### src/rtl/mdio_slv_pkg.sv
`timescale 1ns/1ps
package mdio_slv_pkg;
  localparam int OP_W = 2;
  localparam logic [OP_W-1:0] OPC_READ  = 2'b10;
  localparam logic [OP_W-1:0] OPC_WRITE = 2'b01;

  typedef enum logic [2:0] {
    ST_IDLE,
    ST_START,
    ST_HDR,
    ST_TA_RD,
    ST_TA_WR,
    ST_RD,
    ST_WR
  } mstate_e;
endpackage

### src/rtl/mdio_slv_shift.sv
`timescale 1ns/1ps
module mdio_slv_shift #(
  parameter int W = 16
) (
  input  logic         clk,
  input  logic         rst_n,
  input  logic         clr,
  input  logic         load,
  input  logic [W-1:0] load_val,
  input  logic         shift_in,
  input  logic         shift_out,
  input  logic         in_bit,
  output logic [W-1:0] acc_q,
  output logic [W-1:0] acc_in
);
  logic [W-1:0] acc_d;
  logic         acc_en;

  assign acc_in = {acc_q[W-2:0], in_bit};
  assign acc_en = clr | load | shift_in | shift_out;

  always_comb begin
    acc_d = acc_q;
    if (load)           acc_d = load_val;
    else if (clr)       acc_d = '0;
    else if (shift_in)  acc_d = acc_in;
    else if (shift_out) acc_d = {acc_q[W-2:0], 1'b0};
  end

  always_ff @(posedge clk or negedge rst_n) begin
    if (!rst_n)      acc_q <= '0;
    else if (acc_en) acc_q <= acc_d;
  end

  // the fetched word is held for shifting out
  assert_load_capture_R4: assert property (@(posedge clk) disable iff (!rst_n)
    load |=> (acc_q == $past(load_val)));
endmodule

### src/rtl/mdio_slv_ctrl.sv
`timescale 1ns/1ps
module mdio_slv_ctrl
  import mdio_slv_pkg::*;
#(
  parameter int HDR_BITS = 12,
  parameter int DATA_W   = 16,
  parameter int TA_BITS  = 2
) (
  input  logic            clk,
  input  logic            rst_n,
  input  logic            wr_stb,
  input  logic            wr_bit,
  input  logic            rd_stb,
  input  logic [OP_W-1:0] hdr_op,
  output mstate_e         state_q,
  output logic            acc_clr,
  output logic            acc_shift_in,
  output logic            acc_shift_out,
  output logic            hdr_done,
  output logic            rd_fire,
  output logic            wr_fire
);
  localparam int MAXC  = (DATA_W > HDR_BITS) ? DATA_W : HDR_BITS;
  localparam int CNT_W = $clog2(MAXC + 1);

  mstate_e          state_d;
  logic [CNT_W-1:0] cnt_q, cnt_d;
  logic             last;

  assign last = (cnt_q == CNT_W'(1));

  always_comb begin
    state_d       = state_q;
    cnt_d         = cnt_q;
    acc_clr       = 1'b0;
    acc_shift_in  = 1'b0;
    acc_shift_out = 1'b0;
    hdr_done      = 1'b0;
    rd_fire       = 1'b0;
    wr_fire       = 1'b0;
    unique case (state_q)
      ST_IDLE: begin
        if (wr_stb && !rd_stb && !wr_bit) state_d = ST_START;
      end
      ST_START: begin
        if (rd_stb) begin
          state_d = ST_IDLE;
        end else if (wr_stb && wr_bit) begin
          state_d = ST_HDR;
          cnt_d   = CNT_W'(HDR_BITS);
          acc_clr = 1'b1;
        end
      end
      ST_HDR: begin
        if (rd_stb) begin
          state_d = ST_IDLE;
          cnt_d   = '0;
        end else if (wr_stb) begin
          acc_shift_in = 1'b1;
          cnt_d        = cnt_q - CNT_W'(1);
          if (last) begin
            hdr_done = 1'b1;
            if (hdr_op == OPC_READ) begin
              rd_fire = 1'b1;
              state_d = ST_TA_RD;
              cnt_d   = CNT_W'(1);
            end else if (hdr_op == OPC_WRITE) begin
              state_d = ST_TA_WR;
              cnt_d   = CNT_W'(TA_BITS);
            end else begin
              state_d = ST_IDLE;
              cnt_d   = '0;
            end
          end
        end
      end
      ST_TA_RD: begin
        if (wr_stb) begin
          state_d = ST_IDLE;
          cnt_d   = '0;
        end else if (rd_stb) begin
          state_d = ST_RD;
          cnt_d   = CNT_W'(DATA_W);
        end
      end
      ST_RD: begin
        if (wr_stb) begin
          state_d = ST_IDLE;
          cnt_d   = '0;
        end else if (rd_stb) begin
          acc_shift_out = 1'b1;
          cnt_d         = cnt_q - CNT_W'(1);
          if (last) state_d = ST_IDLE;
        end
      end
      ST_TA_WR: begin
        if (rd_stb) begin
          state_d = ST_IDLE;
          cnt_d   = '0;
        end else if (wr_stb) begin
          cnt_d = cnt_q - CNT_W'(1);
          if (last) begin
            state_d = ST_WR;
            cnt_d   = CNT_W'(DATA_W);
          end
        end
      end
      ST_WR: begin
        if (rd_stb) begin
          state_d = ST_IDLE;
          cnt_d   = '0;
        end else if (wr_stb) begin
          acc_shift_in = 1'b1;
          cnt_d        = cnt_q - CNT_W'(1);
          if (last) begin
            wr_fire = 1'b1;
            state_d = ST_IDLE;
          end
        end
      end
      default: begin
        state_d = ST_IDLE;
        cnt_d   = '0;
      end
    endcase
  end

  always_ff @(posedge clk or negedge rst_n) begin
    if (!rst_n) begin
      state_q <= ST_IDLE;
      cnt_q   <= '0;
    end else begin
      state_q <= state_d;
      cnt_q   <= cnt_d;
    end
  end

  // a sample outside the read phase ends the frame
  assert_rd_abort_R8: assert property (@(posedge clk) disable iff (!rst_n)
    (rd_stb && state_q != ST_TA_RD && state_q != ST_RD) |=> (state_q == ST_IDLE));

  // a driven bit inside the read phase ends the frame
  assert_wr_abort_R9: assert property (@(posedge clk) disable iff (!rst_n)
    (wr_stb && (state_q == ST_TA_RD || state_q == ST_RD)) |=> (state_q == ST_IDLE));

  // a write strobe closes the frame
  assert_write_ends_R6: assert property (@(posedge clk) disable iff (!rst_n)
    wr_fire |=> (state_q == ST_IDLE));
endmodule

### src/rtl/mdio_mgmt_slave.sv
`timescale 1ns/1ps
module mdio_mgmt_slave
  import mdio_slv_pkg::*;
#(
  parameter int PHY_AW  = 5,
  parameter int REG_AW  = 5,
  parameter int DATA_W  = 16,
  parameter int TA_BITS = 2
) (
  input  logic              clk,
  input  logic              rst_n,
  input  logic              host_wr_stb,
  input  logic              host_wr_bit,
  input  logic              host_rd_stb,
  output logic              mdio_out,
  output logic              mdio_oe,
  output logic [REG_AW-1:0] reg_addr,
  output logic [DATA_W-1:0] reg_wdata,
  output logic              reg_we,
  output logic              reg_re,
  input  logic [DATA_W-1:0] reg_rdata
);
  localparam int HDR_BITS = OP_W + PHY_AW + REG_AW;

  mstate_e           state;
  logic              acc_clr, acc_shift_in, acc_shift_out, hdr_done;
  logic              rd_fire, wr_fire;
  logic [DATA_W-1:0] acc_q, acc_in;
  logic [OP_W-1:0]   hdr_op;
  logic [REG_AW-1:0] addr_q, hdr_addr;

  assign hdr_op   = acc_in[HDR_BITS-1 -: OP_W];
  assign hdr_addr = acc_in[REG_AW-1:0];

  mdio_slv_ctrl #(
    .HDR_BITS (HDR_BITS),
    .DATA_W   (DATA_W),
    .TA_BITS  (TA_BITS)
  ) u_ctrl (
    .clk           (clk),
    .rst_n         (rst_n),
    .wr_stb        (host_wr_stb),
    .wr_bit        (host_wr_bit),
    .rd_stb        (host_rd_stb),
    .hdr_op        (hdr_op),
    .state_q       (state),
    .acc_clr       (acc_clr),
    .acc_shift_in  (acc_shift_in),
    .acc_shift_out (acc_shift_out),
    .hdr_done      (hdr_done),
    .rd_fire       (rd_fire),
    .wr_fire       (wr_fire)
  );

  mdio_slv_shift #(.W(DATA_W)) u_shift (
    .clk       (clk),
    .rst_n     (rst_n),
    .clr       (acc_clr),
    .load      (rd_fire),
    .load_val  (reg_rdata),
    .shift_in  (acc_shift_in),
    .shift_out (acc_shift_out),
    .in_bit    (host_wr_bit),
    .acc_q     (acc_q),
    .acc_in    (acc_in)
  );

  always_ff @(posedge clk or negedge rst_n) begin
    if (!rst_n)        addr_q <= '0;
    else if (hdr_done) addr_q <= hdr_addr;
  end

  assign reg_addr  = rd_fire ? hdr_addr : addr_q;
  assign reg_wdata = acc_in;
  assign reg_we    = wr_fire;
  assign reg_re    = rd_fire;
  assign mdio_oe   = (state == ST_TA_RD) || (state == ST_RD);
  assign mdio_out  = (state == ST_RD) ? acc_q[DATA_W-1] : 1'b0;

  // a read fetch is followed by the driven turnaround zero
  assert_ta_zero_R5: assert property (@(posedge clk) disable iff (!rst_n)
    reg_re |=> (mdio_oe && !mdio_out));

  // the enable never rises outside a read frame
  assert_oe_rise_R10: assert property (@(posedge clk) disable iff (!rst_n)
    $rose(mdio_oe) |-> $past(reg_re));

  // read and write strobes never overlap
  assert_strobe_excl_R4: assert property (@(posedge clk) disable iff (!rst_n)
    $countones({reg_re, reg_we}) <= 1);
endmodule

### config.mk
export PLATFORM = sky130hd
export DESIGN_NAME = mdio_mgmt_slave
export DESIGN_NICKNAME = d
export VERILOG_FILES = /design/src/rtl/mdio_slv_pkg.sv /design/src/rtl/mdio_slv_shift.sv /design/src/rtl/mdio_slv_ctrl.sv /design/src/rtl/mdio_mgmt_slave.sv
export SDC_FILE = /design/constraint.sdc
export NUM_CORES = 1
export LEC_CHECK = 0
export CAP_MARGIN = 0
export CORE_ASPECT_RATIO = 1.75
export CORE_UTILIZATION = 51
export CTS_BUF_LIST = sky130_fd_sc_hd__clkbuf_16
export DETAILED_ROUTE_END_ITERATION = 8
export GPL_ROUTABILITY_DRIVEN = 0
export GPL_TIMING_DRIVEN = 0
export PLACE_DENSITY = 0.85
export SLEW_MARGIN = 20
export SYNTH_ARGS = -nofsm -noshare
export SYNTH_HDL_FRONTEND = slang
export SYNTH_SLANG_ARGS = --single-unit
### constraint.sdc
create_clock -name clk -period 3.9 [get_ports clk]
set_input_delay 1.17 -clock clk [delete_from_list [all_inputs] [get_ports clk]]
set_output_delay 1.17 -clock clk [all_outputs]
set_load 0.05 [all_outputs]
==> Flow_metrics.wiki <==
{| class="wikitable"
! Metric !! Value
|-
| Status || finished clean
|-
| Count of routing violations after the opening detailed-route iteration || 99
|-
| CTS Buf Count || 5
|-
| Yosys warnings || 0
|-
| Actual slew at the worst max-slew pin || 0.797 ns
|-
| Startpoint Class || input pin
|-
| Antenna violations before repair || 0
|-
| Unrepaired setup endpoints after global routing || true
|-
| Static leakage || roughly 1.3 nW
|-
| Source-to-sink clock delay at the later pin of the worst-skew pair || 0.27 ns
|-
| Worst setup slack after placement || -1.18 ns
|-
| Pins Over Slew Limit || 0
|-
| Routed Antenna Nets || 0
|-
| Share of synthesized registers carrying an async set or reset || 100%
|-
| Category of the most critical setup path || in -> out
|-
| Pin count of the biggest net entering global routing || 30
|-
| Syn_nets || roughly 250
|-
| DR pass1 iterations || 5
|-
| Number of cell rows || 30
|-
| Max IR drop VDD || around 0.00050 V
|-
| Path depth of the worst reg2reg path || 10
|-
| Number of sinks handled by clock tree synthesis || 29
|-
| Layout Skew || 0.00303 ns
|-
| Effective utilization at floorplan || 54.2%
|-
| Global-route met1 utilization || 30.3%
|-
| Drt drc || 0
|-
| Wire per inst || ~16 um
|-
| Total of endpoints with negative setup slack in the final report || 0
|-
| Cell area after synthesis || 2130 um2
|-
| Std-Cell Core Area || 3940 um2
|-
| Clock slew at reported path FFs || 0.05 ns
|-
| Area growth from synthesis to final layout || 32.8%
|-
| Number of violations of the max-capacitance limit || 0
|-
| Total detailed-routing wirelength || 5.44 mm
|-
| Worst-case setup margin in the final layout || between 0.015 and 0.02 ns
|-
| Clock root buffer master || sky130_fd_sc_hd__clkbuf_16
|-
| Minimum clock period || 3.88 ns
|-
| Worst endpoint data arrival time || 2.71 ns
|-
| Relative max-transition margin || 46.8%
|-
| Synth unique cells || 52
|-
| Sequential area share after synthesis || 34.0%
|-
| NumNets Final || roughly 310
|-
| Power consumption || 1.50 mW
|-
| I/O pin total || 46
|-
| Number of buffer cells added on primary ports || 44
|-
| Post-detail-place hpwl || 3.69 mm
|-
| Dpl cells || 322
|-
| Highest clock rate || 257 MHz
|-
| Post-Synthesis Cells || 230
|-
| Ratio of total power to cell area || 528 nW/um2
|-
| Count of placed standard cells in the final layout, fillers left out || 338
|-
| Worst Hold Depth || 1
|-
| Vias/cell || approximately 5.7
|-
| Critical path endpoint category || output pin
|-
| Antenna cells || 0
|-
| Met2 GRT Util || 47.0%
|-
| Util after Layout || 71.9%
|-
| Met3 capacity usage during global routing || 5.21%
|-
| Primary flip-flop cell chosen by synthesis mapping || sky130_fd_sc_hd__dfrtp_1
|-
| Bufs on Longest Clock Path || 2
|-
| First-pass GRT wire length || 9.06 mm
|-
| Path category of the worst min-delay check || reg -> reg
|-
| Mean instance size in the synthesized netlist || roughly 9.3 um2
|-
| Overall track demand over capacity in global routing || 27.2%
|-
| Required time of the critical path || 2.73 ns
|-
| Number of flops mapped to enable cells by yosys || 0
|-
| CTS tree || built
|-
| DIE HEIGHT || between 80 and 90 um
|-
| Die width || ~50 um
|-
| Total gr overflow || 0
|-
| Vias in the first global route || ~1.9k
|-
| Vias || 1942
|-
| Most frequent standard cell in the layout excluding fill and tap cells || sky130_fd_sc_hd__clkdlybuf4s50_1
|-
| Count of endpoints failing hold in the final timing report || 0
|-
| Peak-usage layer in the global routing report || met2
|-
| Worst-path fanout max || 5
|-
| Overall die area || 4460 um2
|-
| H-tree level count || 2
|-
| Leading cell types in the layout, fill and taps excluded || sky130_fd_sc_hd__clkdlybuf4s50_1, sky130_fd_sc_hd__dfrtp_1, sky130_fd_sc_hd__buf_4, sky130_fd_sc_hd__nand2_1
|-
| Final-layout worst hold slack || 0.506 ns
|-
| Flip-flop and latch count after synthesis || 29
|-
| Share of the cycle needed by the critical path after routing || between 90% and 100%
|-
| Share of final-layout standard cells stronger than drive strength 1 || 25.5%
|}
-- what timing repair did --
item,in CTS,in global routing
hold endpoints to repair,0,0
resized for setup,36,7
hold buffers,0,0
pin swaps,3,1
buffers inserted,4,4
cloned,0,0
setup endpoints to repair,8,6
-- through the flow --
stage	setup TNS [ns]	instance area (um2)
finish	0	2840
global route	-0.0340	2840
CTS	0	2810
detailed placement	-7.05	2630
global placement	-7.16	2640
floorplan	0	2130
-- state kept, by name (all words and copies together) (netlist names) --
register        count
addr_q              5
u_ctrl.cnt_q        5
u_ctrl.state_q      3
u_shift.acc_q      16
-- worst paths after layout --
kind	start	to	slack, ns
max reg2reg	u_ctrl.cnt_q[1]	u_shift.acc_q[7]	1.54
max in group asynchronous	rst_n	addr_q[2]	2.55
max	host_rd_stb	reg_addr[3]	0.02
min reg2reg	addr_q[0]	addr_q[0]	0.51
min in group asynchronous	rst_n	u_shift.acc_q[7]	0.92
min	addr_q[0]	addr_q[0]	0.51
-- cell families (layout without fill, tap and decap cells) --
logic type	after synthesis	count (layout)	share of synthesized area (%)
xor+xnor	2	2	0.821
mux	26	26	12.9
flops	29	29	34.0
fa+ha+maj	2	2	1.17
buf+inv	40	100	14.2
simple gates	69	69	18.0
compound gates	62	62	18.9
-- where the power goes --
group | switching (mW) | leakage [nW] | internal (mW)
clock | 0.124 | 0.0776 | 0.228
sequential | 0.0633 | 0.396 | 0.360
combinational | 0.419 | 0.811 | 0.303
total | 0.606 | 1.29 | 0.892
-- synthesized netlist by cell type (2+ instances only) --
cell type	count	area share [%]
sky130_fd_sc_hd__mux2_2	9	4.7
sky130_fd_sc_hd__buf_6	8	4.2
sky130_fd_sc_hd__buf_4	18	6.3
sky130_fd_sc_hd__o211ai_1	3	1.1
sky130_fd_sc_hd__inv_1	9	1.6
sky130_fd_sc_hd__ha_1	2	1.2
sky130_fd_sc_hd__nand3_1	6	1.4
sky130_fd_sc_hd__a21o_1	3	1.1
sky130_fd_sc_hd__and4b_1	2	0.94
sky130_fd_sc_hd__and3_1	3	0.88
sky130_fd_sc_hd__nand2_1	24	4.2
sky130_fd_sc_hd__o211ai_2	2	1.2
sky130_fd_sc_hd__mux2_1	3	1.6
sky130_fd_sc_hd__o21ai_0	11	2.6
sky130_fd_sc_hd__dfrtp_1	29	34
sky130_fd_sc_hd__o31ai_1	3	1.1
sky130_fd_sc_hd__nor3_1	3	0.70
sky130_fd_sc_hd__nor2b_1	2	0.59
sky130_fd_sc_hd__o21ai_1	14	3.3
sky130_fd_sc_hd__clkbuf_8	2	1.3
sky130_fd_sc_hd__nor2_1	13	2.3
sky130_fd_sc_hd__xnor2_1	2	0.82
sky130_fd_sc_hd__a21oi_1	9	2.1
sky130_fd_sc_hd__a31oi_1	4	1.2
sky130_fd_sc_hd__o21a_1	2	0.70
sky130_fd_sc_hd__mux2i_1	14	6.6
sky130_fd_sc_hd__o22ai_1	3	0.88
sky130_fd_sc_hd__nor4b_2	2	1.4
sky130_fd_sc_hd__nor4_1	2	0.59
-- layout make-up --
class                           count  area (um2)
Clock inverter                      3        11.3
Sequential cell                    29         726
Multi-Input combinational cell    161        1130
Clock buffer                        5         125
Fill cell                         296        1110
Inverter                            9        33.8
Timing Repair Buffer               52         483
Tap cell                           48        60.1
Buffer                             31         270
-- per-layer routing --
metal	share of wire [%]	wire length, um	vias to the layer above
met1	37	2020	926
li1	-	-	919
met2	54	2930	76
met3	4.1	224	21
met4	4.9	266	0
met5	0	0	-
-- critical path, cell delays in order --
cell and delay, ns:
sky130_fd_sc_hd__buf_2 0.15, sky130_fd_sc_hd__nor4b_4 0.30, sky130_fd_sc_hd__buf_4 0.19, sky130_fd_sc_hd__nand3b_4 0.10
sky130_fd_sc_hd__nor2_4 0.17, sky130_fd_sc_hd__buf_6 0.15, sky130_fd_sc_hd__mux2_1 0.33, sky130_fd_sc_hd__buf_6 0.16
Note: power is estimated with default switching activity, not from simulation.
